$ cat config.mk
export PLATFORM = sky130hd
export DESIGN_NAME = refpat_duty_meter
export DESIGN_NICKNAME = d
export VERILOG_FILES = /design/src/rtl/refpat_pkg.sv /design/src/rtl/refpat_gen.sv /design/src/rtl/r3_meter.sv /design/src/rtl/refpat_duty_meter.sv
export SDC_FILE = /design/constraint.sdc
export NUM_CORES = 1
export LEC_CHECK = 0
export ABC_CLOCK_PERIOD_IN_PS = 3200
export BUFFER_PORTS_ARGS = -buffer_cell sky130_fd_sc_hd__buf_2
export CORE_ASPECT_RATIO = 1.75
export CORE_UTILIZATION = 59
export DETAILED_ROUTE_END_ITERATION = 8
export PLACE_DENSITY_LB_ADDON = 0.05
export SYNTH_ARGS = -nofsm -noshare
export SYNTH_HDL_FRONTEND = slang
export SYNTH_HIERARCHICAL = 1
export SYNTH_SLANG_ARGS = --single-unit
export TNS_END_PERCENT = 20
$ cat constraint.sdc
create_clock -name clk -period 3.2 [get_ports clk]
set_input_delay 0.16 -clock clk [delete_from_list [all_inputs] [get_ports clk]]
set_output_delay 0.16 -clock clk [all_outputs]
set_load 0.005 [all_outputs]
$ cat src/rtl/refpat_pkg.sv
package refpat_pkg;

    localparam int IDX_W     = 6;
    localparam int SHORT_LEN = 20;
    localparam int LONG_LEN  = 40;

    localparam logic [19:0] PAT_SHORT_QUIET = 20'hDB492;
    localparam logic [19:0] PAT_SHORT_BUSY  = 20'hFB412;
    localparam logic [39:0] PAT_LONG_QUIET  = 40'hDB54924AB6;
    localparam logic [39:0] PAT_LONG_BUSY   = 40'hFDAA10255E;

    typedef struct packed {
        logic rate;
        logic level;
    } sel_t;

    function automatic logic [IDX_W-1:0] pat_len(input logic rate);
        return rate ? IDX_W'(LONG_LEN) : IDX_W'(SHORT_LEN);
    endfunction

    function automatic logic pat_bit(input sel_t s, input logic [IDX_W-1:0] idx);
        logic [39:0]      word;
        logic [IDX_W-1:0] shamt;
        case ({s.rate, s.level})
            2'b00:   word = {20'h0, PAT_SHORT_QUIET};
            2'b01:   word = {20'h0, PAT_SHORT_BUSY};
            2'b10:   word = PAT_LONG_QUIET;
            default: word = PAT_LONG_BUSY;
        endcase
        shamt = pat_len(s.rate) - IDX_W'(1) - idx;
        word  = word >> shamt;
        return word[0];
    endfunction

endpackage

$ cat src/rtl/refpat_gen.sv
module refpat_gen
    import refpat_pkg::*;
(
    input  logic clk,
    input  logic rst_n,
    input  logic en_i,
    input  sel_t sel_i,
    output logic bit_o,
    output logic vld_o
);

    typedef struct packed {
        logic [IDX_W-1:0] idx;
        sel_t             sel;
        logic             bit_v;
        logic             vld;
    } gen_st_t;

    gen_st_t st_d, st_q;

    always_comb begin
        st_d     = st_q;
        st_d.vld = 1'b0;
        if (en_i) begin
            st_d.vld = 1'b1;
            if (sel_i != st_q.sel) begin
                st_d.sel   = sel_i;
                st_d.bit_v = pat_bit(sel_i, '0);
                st_d.idx   = IDX_W'(1);
            end else begin
                st_d.bit_v = pat_bit(st_q.sel, st_q.idx);
                st_d.idx   = (st_q.idx == pat_len(st_q.sel.rate) - IDX_W'(1))
                           ? '0 : st_q.idx + IDX_W'(1);
            end
        end
    end

    always_ff @(posedge clk or negedge rst_n) begin
        if (!rst_n) st_q <= '0;
        else        st_q <= st_d;
    end

    assign bit_o = st_q.bit_v;
    assign vld_o = st_q.vld;


    gen_vld_after_strobe_chk: assert property (@(posedge clk) disable iff (!rst_n)
        st_q.vld |-> $past(en_i));


    gen_idx_in_range_chk: assert property (@(posedge clk) disable iff (!rst_n)
        st_q.idx < pat_len(st_q.sel.rate));


    gen_restart_chk: assert property (@(posedge clk) disable iff (!rst_n)
        (en_i && (sel_i != st_q.sel)) |=> (st_q.idx == IDX_W'(1)));


    gen_hold_chk: assert property (@(posedge clk) disable iff (!rst_n)
        !en_i |=> $stable(st_q.bit_v));

endmodule

$ cat src/rtl/r3_meter.sv
module r3_meter #(
    parameter int WIN_W = 16
) (
    input  logic             clk,
    input  logic             rst_n,
    input  logic             en_i,
    input  logic             bit_i,
    input  logic [WIN_W-1:0] win_i,
    output logic             flag_o,
    output logic             done_o,
    output logic [WIN_W-1:0] hits_o,
    output logic [WIN_W-1:0] wlen_o
);

    localparam logic [WIN_W-1:0] ONE = WIN_W'(1);

    typedef struct packed {
        logic [1:0]       hist;
        logic [1:0]       fill;
        logic [WIN_W-1:0] nbits;
        logic [WIN_W-1:0] nhits;
        logic [WIN_W-1:0] win;
        logic             flag;
        logic             done;
        logic [WIN_W-1:0] rep_hits;
        logic [WIN_W-1:0] rep_len;
    } mtr_st_t;

    mtr_st_t st_d, st_q;

    logic             run3;
    logic [WIN_W-1:0] eff_win;
    logic [WIN_W-1:0] hits_nx;
    logic [WIN_W-1:0] bits_nx;

    always_comb begin
        st_d      = st_q;
        st_d.done = 1'b0;
        eff_win   = (st_q.nbits == '0) ? ((win_i == '0) ? ONE : win_i) : st_q.win;
        run3      = (st_q.fill == 2'd2) && (bit_i == st_q.hist[0]) && (bit_i == st_q.hist[1]);
        hits_nx   = st_q.nhits + {{(WIN_W-1){1'b0}}, run3};
        bits_nx   = st_q.nbits + ONE;
        if (en_i) begin
            st_d.win  = eff_win;
            st_d.flag = run3;
            if (bits_nx == eff_win) begin
                st_d.done     = 1'b1;
                st_d.rep_hits = hits_nx;
                st_d.rep_len  = eff_win;
                st_d.nbits    = '0;
                st_d.nhits    = '0;
                st_d.hist     = '0;
                st_d.fill     = '0;
            end else begin
                st_d.nbits = bits_nx;
                st_d.nhits = hits_nx;
                st_d.hist  = {st_q.hist[0], bit_i};
                st_d.fill  = (st_q.fill == 2'd2) ? 2'd2 : st_q.fill + 2'd1;
            end
        end
    end

    always_ff @(posedge clk or negedge rst_n) begin
        if (!rst_n) st_q <= '0;
        else        st_q <= st_d;
    end

    assign flag_o = st_q.flag;
    assign done_o = st_q.done;
    assign hits_o = st_q.rep_hits;
    assign wlen_o = st_q.rep_len;


    mtr_done_after_strobe_chk: assert property (@(posedge clk) disable iff (!rst_n)
        st_q.done |-> $past(en_i));


    mtr_hits_le_len_chk: assert property (@(posedge clk) disable iff (!rst_n)
        st_q.done |-> (st_q.rep_hits <= st_q.rep_len));


    mtr_flag_hold_chk: assert property (@(posedge clk) disable iff (!rst_n)
        !en_i |=> $stable(st_q.flag));


    mtr_report_hold_chk: assert property (@(posedge clk) disable iff (!rst_n)
        !st_q.done |-> ($stable(st_q.rep_hits) && $stable(st_q.rep_len)));


    mtr_partial_hits_chk: assert property (@(posedge clk) disable iff (!rst_n)
        st_q.nhits <= st_q.nbits);

endmodule

$ cat src/rtl/refpat_duty_meter.sv
module refpat_duty_meter
    import refpat_pkg::*;
#(
    parameter int WIN_W = 16
) (
    input  logic             clk,
    input  logic             rst_n,
    input  logic             gen_en,
    input  logic             rate_sel,
    input  logic             level_sel,
    output logic             gen_bit,
    output logic             gen_valid,
    input  logic             mtr_en,
    input  logic             mtr_bit,
    input  logic [WIN_W-1:0] win_len,
    output logic             r3_flag,
    output logic             win_done,
    output logic [WIN_W-1:0] hit_count,
    output logic [WIN_W-1:0] win_count
);

    sel_t sel;
    assign sel = '{rate: rate_sel, level: level_sel};

    refpat_gen u_gen (
        .clk   (clk),
        .rst_n (rst_n),
        .en_i  (gen_en),
        .sel_i (sel),
        .bit_o (gen_bit),
        .vld_o (gen_valid)
    );

    r3_meter #(.WIN_W(WIN_W)) u_mtr (
        .clk    (clk),
        .rst_n  (rst_n),
        .en_i   (mtr_en),
        .bit_i  (mtr_bit),
        .win_i  (win_len),
        .flag_o (r3_flag),
        .done_o (win_done),
        .hits_o (hit_count),
        .wlen_o (win_count)
    );

endmodule

==> results of run 1 <==
routing by layer:
layer  up-vias  track usage [%]  wire, um
met5         -                0         0
met4         0             8.44       339
met3        29             4.24       325
met2        98             47.0      6860
met1      2000             27.4      4820
li1       1945                -         -
through the flow:
stage	util, %	TNS (ns)	instance area (sq um)
after floorplan	-	0	5640
after global placement	64.4	0	5900
after detailed placement	64.4	0	5900
after CTS	67.4	0	6170
after global routing	71.0	-2.84	6500
final	71.0	0	6500
worst max path at each step:
stage,start,endpoint,slack (ns)
after CTS,u_mtr/st_q[66]$_DFFE_PN0P_,u_mtr/hits_o[13]$_DFFE_PN0P_,0.03
final,u_mtr/st_q[67]$_DFFE_PN0P_,u_mtr/hits_o[6]$_DFFE_PN0P_,0.03
after global routing,u_mtr/st_q[67]$_DFFE_PN0P_,u_mtr/hits_o[4]$_DFFE_PN0P_,-0.11
after global placement,u_mtr/st_q[75]$_DFFE_PN0P_,u_mtr/hits_o[2]$_DFFE_PN0P_,0.13
after detailed placement,u_mtr/st_q[74]$_DFFE_PN0P_,u_mtr/hits_o[13]$_DFFE_PN0P_,0.03
after floorplan,u_mtr/st_q[84]$_DFFE_PN0P_,u_mtr/hits_o[12]$_DFFE_PN0P_,0.31
synth_stat cells, types with 2 or more instances:
| master | number | area, sq um |
|---|---|---|
| mux2_2 | 20 | 225 |
| o2bb2ai_1 | 4 | 35.0 |
| xnor2_1 | 40 | 350 |
| dfrtp_1 | 96 | 2400 |
| o31ai_1 | 5 | 37.5 |
| inv_1 | 29 | 109 |
| ha_1 | 16 | 200 |
| a21boi_0 | 2 | 15.0 |
| nor2b_1 | 3 | 18.8 |
| and3_1 | 12 | 75.1 |
| mux2i_1 | 27 | 270 |
| nand2b_1 | 4 | 25.0 |
| buf_6 | 3 | 33.8 |
| buf_4 | 35 | 263 |
| xor2_1 | 35 | 307 |
| nand4_1 | 10 | 62.6 |
| or3_1 | 3 | 18.8 |
| nor4_1 | 7 | 43.8 |
| a31oi_1 | 3 | 18.8 |
| o21ai_0 | 8 | 40.0 |
| and2_1 | 2 | 12.5 |
| nand2_1 | 47 | 176 |
| o21bai_1 | 2 | 15.0 |
| o211ai_1 | 2 | 15.0 |
| clkbuf_1 | 10 | 37.5 |
| buf_2 | 7 | 35.0 |
| o221ai_1 | 2 | 17.5 |
| o22ai_1 | 4 | 25.0 |
| a21oi_1 | 3 | 15.0 |
| nor2_1 | 38 | 143 |
| nand3_1 | 19 | 95.1 |
| mux2_1 | 16 | 180 |
| nor3_1 | 7 | 35.0 |
state kept, by name, summed over array words and instances, names as in the netlist:
| name | cells |
|---|---|
| u_mtr/wlen_o | 16 |
| u_gen/bit_o | 1 |
| u_gen/vld_o | 1 |
| u_mtr/hits_o | 16 |
| u_mtr/st_q | 52 |
| u_mtr/flag_o | 1 |
| u_gen/st_q | 8 |
| u_mtr/done_o | 1 |
power by group:
group	switching [W]	internal (W)	leakage [nW]	total, W
registers	0.000106	0.00132	1.21	0.00143
clock network	0.000427	0.000522	0.119	0.000949
logic	0.000445	0.000389	1.84	0.000834
cells in the final DEF, fill, tap and decap left out, types with 19 or more instances in the layout:
cell type and n:
dfrtp_1 96, buf_2 57, nand2_1 47, xnor2_1 39
nor2_1 38, xor2_1 35, buf_4 30, inv_1 27
mux2i_1 22, nand3_1 19, mux2_2 19
kinds of logic (layout without fill, tap and decap cells):
group	count (synthesis)	count (layout)
AND/OR/NAND/NOR	164	164
flip-flops	96	96
buffers and inverters	87	144
XOR/XNOR	77	77
multiplexers	64	64
AO/OA/AOI/OAI	45	45
adder cells (fa/ha/maj)	16	16
layout make-up:
| cell class | instances | area [sq um] |
|---|---|---|
| timing repair buffer | 99 | 724 |
| clock buffer | 12 | 236 |
| sequential | 96 | 2400 |
| inverter | 30 | 113 |
| clock inverter | 3 | 20.0 |
| fill | 666 | 2650 |
| tap | 120 | 150 |
| multi-input combinational | 366 | 2850 |
repair_timing:
item	4_1_cts	5_1_grt
hold buffers	1	0
endpoints found under the hold margin	36	0
resized for setup	1	32
gates cloned	0	3
setup endpoints to repair	9	30
buffers inserted	0	15
pin swaps	0	5
worst register-to-register path, cell delays in order, from the launching register on:
cell       delay, ns
dfrtp_1         0.39
inv_2           0.09
ha_4            0.14
nor4b_4         0.19
nand4_1         0.14
buf_6           0.16
buf_12          0.14
mux2_4          0.34
xnor2_4         0.19
nand4_1         0.14
nor4_2          0.29
and4_4          0.35
clkbuf_16       0.20
mux2_4          0.31
==> metrics.cfg, run 1 <==
[run_status]
status=finished, final reports clean

[critical_path]
worst-path-stages=13
critical_path_buf_inv_count=4
arrival_ns=3.39
critPathSlowestCell=dfrtp_1
ff2ff_path_depth=13
crit_family=simple AND/OR/NAND/NOR gates
ff2ff_setup_slack_ns=0.03
critPathMaxFanout=8
timing.rr.start=u_mtr/st_q[67]$_DFFE_PN0P_
worstPathRequired_ns=3.42
cp-end-kind=flip-flop
slowest_delay_ns=0.39
worst-setup-path-type=flip-flop to flip-flop
critical_path.cell_chain=inv_2, ha_4, nor4b_4, nand4_1, buf_6, buf_12, mux2_4, xnor2_4, nand4_1, nor4_2, and4_4, clkbuf_16, mux2_4
r2r_end=u_mtr/hits_o[6]$_DFFE_PN0P_
startpoint_type=flip-flop

[sta]
fin_ws_ns=0.0310
maxSlewHeadroom_pct=58.0
holdWs_ns=0.0533
max_freq_mhz=316
clock_skew_ns=0.00691
rsz0062_at_grt=true
worst_pin_slew_ns=0.631
fin_crit_ns=3.17
finalHoldViolations=0
setup_violations=0
final_max_slew_viol_count=0
timing.final.crit_share_pct=99.0

[finish]
drive_gt1_share_pct=26.7
diodes=0
final_cells=726
syn_to_final_growth_pct=15.2
nNetsFinal=641

[die]
die-area_sq_um=9970
num_rows=46
start_util_pct=61.6
io_pins=59
die_h_um=131
fp.coreArea_sq_um=9150
die_w_um=75.9

[synthesis]
synthDistinctLibCells=61
synth_top_family_by_area=simple AND/OR/NAND/NOR gates
synthArstFlopShare_pct=100
synth_nets=588
synth-xor-area-share_pct=12.2
syn_avg_cell_area_sq_um=10.3
synth_flop_cell=dfrtp_1
synth_edf_count=0
yosys.area_share.simple_pct=14.7
synthMuxAreaShare_pct=12.4
ys_seq_area_share_pct=42.6
synthAdderAreaFrac_pct=3.55
synthCells=549
syn-cell-area_sq_um=5640
synth_warnings=6
synth_compound_area_share_pct=5.70
postSynthRegisterBits=96

[route]
ant_nets=0
dr.pass1.iters=5
vias_per_cell=5.61
post_drt_wl_per_cell_um=17.0
drc=0
num_vias=4072
wirelength_um=12400
drtIter0Drc=186

[placed_design]
place_worst_setup_slack_ns=0.0258
gp_congestion=0.883
dp_cells=692
numPortBuffers=58
dp_hpwl_um=8520

[power_and_ir_drop]
ir_worst_vdd_uv=292
finalPower_w=0.00321
total_leakage_power_nw=3.16
cellPowerDensity_nw_per_um2=494

[hold_path]
holdPathStages=3
holdPathEnd=u_gen/st_q[2]$_DFFE_PN0P_
hold_start=level_sel
min_path_type=input port to flip-flop

[clock_tree]
clock_latency_ns=0.34
clk_path_buf_depth=2
numCtsBuffers=9
numClockSinks=96
htree_levels=3
cts_root_buf=clkbuf_16
path_clk_slew_ns=0.06
cts_tree=built

[grt]
grt_max_degree=39
overflow=0
grt_pass1_vias=4095
grt_pass1_wl_um=19600
grt_antenna_before_repair=0
grt_usage_pct=24.8

[job]
cap_violations=0

Note: power is estimated with default switching activity, not from simulation.
==> run 2: changes to the inputs <==
--- a/config.mk
+++ b/config.mk
@@ -11,6 +11,8 @@
 export CORE_UTILIZATION = 59
 export DETAILED_ROUTE_END_ITERATION = 8
 export PLACE_DENSITY_LB_ADDON = 0.05
+export SETUP_SLACK_MARGIN = 0.4
+export SLEW_MARGIN = 25
 export SYNTH_ARGS = -nofsm -noshare
 export SYNTH_HDL_FRONTEND = slang
 export SYNTH_HIERARCHICAL = 1
==> run 2 against run 1 <==
Against the previous run: register-to-register slack lost 0.03 ns; clock-buffer cell count shrank 1; via count grew 1.8%; flip-flop and latch count is the same; critical path depth shrank 2; critical path type unchanged; largest cell class unchanged.
==> metrics.cfg, run 2 (synthesized netlist as in run 1, its figures left out) <==
[placed_design]
postPlaceCellArea_sq_um=5900  ; about the same
dp_hpwl_um=8590  ; was 8520 um
gp_congestion=0.830  ; was 0.883
place_worst_setup_slack_ns=0.0553  ; was 0.0258 ns
numPortBuffers=58  ; unchanged

[die]
die-area_sq_um=9970  ; unchanged
fp.coreArea_sq_um=9150  ; unchanged
start_util_pct=61.6  ; unchanged
die_h_um=131  ; unchanged
io_pins=59  ; unchanged
die_w_um=75.9  ; unchanged
num_rows=46  ; unchanged

[clock_tree]
path_clk_slew_ns=0.06  ; about the same
cts_root_buf=clkbuf_16  ; unchanged
numCtsBuffers=9  ; unchanged
clock_latency_ns=0.34  ; about the same
numClockSinks=96  ; unchanged
htree_levels=3  ; unchanged
cts_tree=built  ; unchanged
clk_path_buf_depth=2  ; unchanged

[finish]
drive_gt1_share_pct=31.5  ; was 26.7%
fin_area_sq_um=6880  ; was 6500 sq um
multi_input_area_sq_um=3050  ; was 2850 sq um
layout_commonest_cell=dfrtp_1  ; unchanged
syn_to_final_growth_pct=22.0  ; was 15.2%
final_util_pct=75.2  ; was 71.0%
register_area_sq_um=2400  ; unchanged
nFillCells=614  ; was 666
layout_common_cells=dfrtp_1 (96), buf_2 (57), nand2_1 (47)  ; unchanged
regMostFlops=u_mtr/st_q  ; unchanged
nNetsFinal=650  ; was 641
diodes=0  ; unchanged
largest_register_ffs=52  ; unchanged

[sta]
max_freq_mhz=313  ; was 316 MHz
holdWs_ns=0.0557  ; was 0.0533 ns
clock_skew_ns=0.00842  ; was 0.00691 ns
finalHoldViolations=0  ; unchanged
timing.final.crit_share_pct=99.9  ; was 99.0%
worst_pin_slew_ns=0.818  ; was 0.631 ns
rsz0062_at_grt=true  ; unchanged
maxSlewHeadroom_pct=45.5  ; was 58.0%
fin_ws_ns=0.00198  ; was 0.0310 ns
final_max_slew_viol_count=0  ; unchanged
fin_crit_ns=3.20  ; was 3.17 ns
setup_violations=0  ; unchanged

[power_and_ir_drop]
ir_worst_vdd_uv=516  ; was 292 uV
total_leakage_power_nw=3.27  ; was 3.16 nW
clock_power_share_pct=32.0  ; was 29.5%
switching_share_pct=30.0  ; was 30.4%
p_int_w=0.00247  ; was 0.00223 W
comb_power_share_pct=27.3  ; was 26.0%
p_sw_w=0.00106  ; was 0.000978 W
pwr-share-seq_pct=40.7  ; was 44.5%
cellPowerDensity_nw_per_um2=513  ; was 494 nW/um^2

[route]
drc=0  ; unchanged
dr.pass1.iters=4  ; was 5
num_vias=4147  ; was 4072
wirelength_um=13400  ; was 12400 um
ant_nets=0  ; unchanged
drtIter0Drc=276  ; was 186
post_drt_wl_per_cell_um=18.2  ; was 17.0 um
vias_per_cell=5.63  ; was 5.61

[critical_path]
startpoint_type=flip-flop  ; unchanged
slowest_delay_ns=0.40  ; was 0.39 ns
cp_common_cell=nand4_1
critPathMaxFanout=6  ; was 8
arrival_ns=3.42  ; was 3.39 ns
critical_path.cell_chain=nor4_2, nand4_1, buf_6, buf_12, mux2i_2, xnor2_1, nand4_1, nor4_4, and4_4, clkbuf_16, mux2_4  ; was inv_2, ha_4, nor4b_4, nand4_1, buf_6, buf_12, mux2_4, xnor2_4, nand4_1, nor4_2, and4_4, clkbuf_16, mux2_4
worst-setup-path-type=flip-flop to flip-flop  ; unchanged
cp-end-kind=flip-flop  ; unchanged
critPathSlowestCell=dfrtp_1  ; unchanged
worstPathRequired_ns=3.42  ; about the same
ff2ff_path_depth=11  ; was 13

[hold_path]
min_path_type=input port to flip-flop  ; unchanged
holdPathStages=3  ; unchanged

[job]
cap_violations=0  ; unchanged

[run_status]
status=finished, final reports clean  ; unchanged

[grt]
grt_pass1_vias=4282  ; was 4095
grt_usage_pct=27.1  ; was 24.8%
grt_pass1_wl_um=21300  ; was 19600 um
overflow=0  ; unchanged
grt_max_degree=64  ; was 39
grt_antenna_before_repair=0  ; unchanged

==> run 2: layer usage <==
metal  global-route usage [%]  part of all wire, %
met5                        0                    0
met4                     10.5                  2.6
met3                     4.24                  2.5
met2                     50.7                   56
met1                     30.1                   39
==> run 2: metrics by stage <==
stage / instances / power, W / TNS [ns]
after detailed placement: 692 / 0.00220 / 0
after CTS: 728 / 0.00347 / 0
after global placement: 692 / 0.00217 / 0
final: 736 / 0.00353 / 0
after floorplan: 549 / 0.00195 / 0
after global routing: 736 / 0.00371 / -4.09
==> run 2: path summary, 6_finish.rpt <==
| kind | slack, ns | from | endpoint |
|---|---|---|---|
| max | 0.002 | u_mtr/st_q[70]$_DFFE_PN0P_ | u_mtr/hits_o[9]$_DFFE_PN0P_ |
| max reg2reg | 0.002 | u_mtr/st_q[70]$_DFFE_PN0P_ | u_mtr/hits_o[9]$_DFFE_PN0P_ |
| min | 0.06 | level_sel | u_gen/st_q[2]$_DFFE_PN0P_ |
| min reg2reg | 0.50 | u_mtr/st_q[50]$_DFFE_PN0P_ | u_mtr/st_q[50]$_DFFE_PN0P_ |
| max in group asynchronous | 1.96 | rst_n | u_mtr/st_q[42]$_DFFE_PN0P_ |
| min in group asynchronous | 0.46 | rst_n | u_mtr/hits_o[12]$_DFFE_PN0P_ |
==> run 2: final cells by class <==
cell class              count  share of cell area, %
clock buffers              11                   3.38
multi-input cells         366                   44.3
clock inverters             5                   1.18
repair buffers            108                   12.4
inverters                  30                   1.64
flip-flops and latches     96                   34.9
well taps                 120                   2.18
==> run 2: worst max-delay path, delay by kind of cell (launching register included) <==
family	cells	cell delay [ns]
flops	1	0.40
mux	2	0.59
buf+inv	3	0.51
simple gates	5	1.38
xor+xnor	1	0.20
==> run 2: power by group through the flow <==
stage	clock network, W	registers [W]	logic [W]
floorplan	0	0.00142	0.000530
global placement	0	0.00144	0.000733
detailed placement	0	0.00144	0.000760
CTS	0.00116	0.00143	0.000887
global route	0.00121	0.00145	0.00105
finish	0.00113	0.00144	0.000965
==> run 2: repair_timing <==
action,CTS,global route
endpoints found under the setup margin,69,69
buffers inserted,17,6
cloned,2,2
hold buffers,1,0
endpoints found under the hold margin,61,0
resized for setup,27,50
pin swaps,5,13
==> run 3: changes to the inputs <==
--- a/config.mk
+++ b/config.mk
@@ -7,7 +7,6 @@
 export LEC_CHECK = 0
 export ABC_CLOCK_PERIOD_IN_PS = 3200
 export BUFFER_PORTS_ARGS = -buffer_cell sky130_fd_sc_hd__buf_2
-export CORE_ASPECT_RATIO = 1.75
 export CORE_UTILIZATION = 59
 export DETAILED_ROUTE_END_ITERATION = 8
 export PLACE_DENSITY_LB_ADDON = 0.05
==> run 3 against run 2 <==
Against the previous run: sequential power barely moved; critical path depth rose by 1; setup slack improved by 0.17 ns; power fell by 13%; largest cell class unchanged; cell count fell by 2.6%.
==> metrics.cfg, run 3 (synthesized netlist as in run 1, its figures left out) <==
[run_status]
status=finished, final reports clean  ; unchanged

[finish]
layout_common_cells=dfrtp_1 (96), buf_2 (57), nand2_1 (47)  ; unchanged
drive_gt1_share_pct=23.0  ; was 31.5%
regMostFlops=u_mtr/st_q  ; unchanged
syn_to_final_growth_pct=10.3  ; was 22.0%
nNetsFinal=622  ; was 650
multi_input_area_sq_um=2820  ; was 3050 sq um
diodes=0  ; unchanged
register_area_sq_um=2400  ; unchanged
fin_area_sq_um=6220  ; was 6880 sq um
final_cells=717  ; was 736
nFillCells=716  ; was 614
largest_register_ffs=52  ; unchanged
layout_commonest_cell=dfrtp_1  ; unchanged

[critical_path]
worstPathRequired_ns=3.46  ; was 3.42 ns
cp-end-kind=flip-flop  ; unchanged
worst-setup-path-type=flip-flop to flip-flop  ; unchanged
critPathMaxFanout=23  ; was 6
ff2ff_setup_slack_ns=0.17  ; was 0.002 ns
ff2ff_path_depth=12  ; was 11
critPathSlowestCell=dfrtp_1  ; unchanged
slowest_delay_ns=0.39  ; was 0.40 ns
arrival_ns=3.28  ; was 3.42 ns
critical_path.cell_chain=inv_1, ha_1, nor4b_2, nand4_1, buf_6, mux2i_2, xnor2_1, nand4_1, nor4_4, and4_4, buf_12, mux2_1  ; was nor4_2, nand4_1, buf_6, buf_12, mux2i_2, xnor2_1, nand4_1, nor4_4, and4_4, clkbuf_16, mux2_4
startpoint_type=flip-flop  ; unchanged
cp_common_cell=nand4_1  ; unchanged

[route]
dr.pass1.iters=4  ; unchanged
wl_met2_um=5220  ; was 7540 um
drtIter0Drc=152  ; was 276
dr_wl_met3_um=353  ; was 330 um
vias_per_cell=5.49  ; was 5.63
ant_nets=0  ; unchanged
top_layer_used=met4  ; unchanged
drc=0  ; unchanged
wl_met1_um=5260  ; was 5180 um
num_vias=3933  ; was 4147
post_drt_wl_per_cell_um=15.4  ; was 18.2 um
wirelength_um=11100  ; was 13400 um

[sta]
rsz0062_at_grt=true  ; unchanged
timing.final.crit_share_pct=94.6  ; was 99.9%
max_freq_mhz=330  ; was 313 MHz
clock_skew_ns=0.0153  ; was 0.00842 ns
setup_tns_ns=0  ; unchanged
fin_ws_ns=0.173  ; was 0.00198 ns
fin_crit_ns=3.03  ; was 3.20 ns
maxSlewHeadroom_pct=59.2  ; was 45.5%
worst_pin_slew_ns=0.613  ; was 0.818 ns
finalHoldViolations=0  ; unchanged
setup_violations=0  ; unchanged
final_max_slew_viol_count=0  ; unchanged

[clock_tree]
cts_tree=built  ; unchanged
cts_root_buf=clkbuf_8  ; was clkbuf_16
clk_path_buf_depth=2  ; unchanged
htree_levels=3  ; unchanged
numCtsBuffers=9  ; unchanged
path_clk_slew_ns=0.10  ; was 0.06 ns
clock_latency_ns=0.37  ; was 0.34 ns
numClockSinks=96  ; unchanged

[die]
die_h_um=99.8  ; was 131 um
start_util_pct=61.0  ; was 61.6%
fp.coreArea_sq_um=9240  ; was 9150 sq um
io_pins=59  ; unchanged
die_w_um=99.8  ; was 75.9 um
die-area_sq_um=9950  ; was 9970 sq um
num_rows=35  ; was 46

[grt]
grt_antenna_before_repair=0  ; unchanged
grt_usage_pct=23.5  ; was 27.1%
grt_pass1_vias=3796  ; was 4282
grt_pass1_wl_um=18300  ; was 21300 um
overflow=0  ; unchanged
grt_max_degree=39  ; was 64

[hold_path]
holdPathStages=3  ; unchanged
min_path_type=input port to flip-flop  ; unchanged

[placed_design]
postPlaceCellArea_sq_um=5880  ; was 5900 sq um
place_worst_setup_slack_ns=0.122  ; was 0.0553 ns
dp_cells=699  ; was 692
dp_hpwl_um=7830  ; was 8590 um
gp_congestion=0.865  ; was 0.830
numPortBuffers=58  ; unchanged

[job]
cap_violations=0  ; unchanged

[power_and_ir_drop]
ir_worst_vdd_uv=315  ; was 516 uV
cellPowerDensity_nw_per_um2=496  ; was 513 nW/um^2
finalPower_w=0.00308  ; was 0.00353 W
total_leakage_power_nw=3.02  ; was 3.27 nW

## run 3: changes by cell type in the layout (fill, tap and decap cells not counted), moves of 4 or more
cell       change
mux2_1        +16
xnor2_2        -4
mux2i_4        -5
buf_12         -4
mux2_4        -19
buf_6          -5
clkbuf_8      +10
mux2i_1        +4
buf_4         -14
clkbuf_16     -11
xnor2_1        +5
## run 3: where the power goes
group / internal, W / switching (W) / total (W)
combinational: 0.000347 / 0.000420 / 0.000767
clock: 0.000470 / 0.000430 / 0.000900
sequential: 0.00132 / 0.0000959 / 0.00142
total: 0.00214 / 0.000946 / 0.00308
## run 3: final timing paths
path | from | end
worst max register to register | u_mtr/st_q[66]$_DFFE_PN0P_ | u_mtr/hits_o[3]$_DFFE_PN0P_
min in group asynchronous | rst_n | u_mtr/wlen_o[3]$_DFFE_PN0P_
worst max-delay path | u_mtr/st_q[66]$_DFFE_PN0P_ | u_mtr/hits_o[3]$_DFFE_PN0P_
max in group asynchronous | rst_n | u_mtr/st_q[34]$_DFFE_PN0P_
worst min register to register | u_mtr/hits_o[10]$_DFFE_PN0P_ | u_mtr/hits_o[10]$_DFFE_PN0P_
worst min-delay path | rate_sel | u_gen/st_q[3]$_DFFE_PN0P_
## run 3: cell type report
type	count	area share (%)
inverters	30	1.81
well taps	129	2.60
flip-flops and latches	96	38.6
clock inverters	5	1.43
repair buffers	80	7.87
clock buffers	11	2.27
multi-input cells	366	45.4
## run 3: stage by stage
step / hold slack (ns) / utilization, %
6_report: 0.0242 / 67.3
2_1_floorplan: -0.136 / -
3_5_place_dp: 0.169 / 63.7
5_1_grt: 0.0394 / 67.3
4_1_cts: 0.0164 / 66.6
3_3_place_gp: 0.155 / 63.7
## run 3: worst max-delay path: cells and delay by family (launching register included)
kind,cells,cell delay [ns]
flip-flops,1,0.39
AND/OR/NAND/NOR,5,1.12
adder cells (fa/ha/maj),1,0.13
XOR/XNOR,1,0.18
multiplexers,2,0.59
buffers and inverters,3,0.48
## run 3: routing by layer
| metal | vias to the layer above | global-route usage, % |
|---|---|---|
| met1 | 1941 | 32.4 |
| met5 | - | 0 |
| met4 | 0 | 9.16 |
| met3 | 21 | 3.58 |
| li1 | 1892 | - |
| met2 | 79 | 37.3 |
## run 3: repair_timing
action	CTS	global route
hold buffers	1	0
endpoints found under the hold margin	34	0
resized for setup	8	9
buffers inserted	0	1
pin swaps	0	1
setup endpoints to repair	69	69
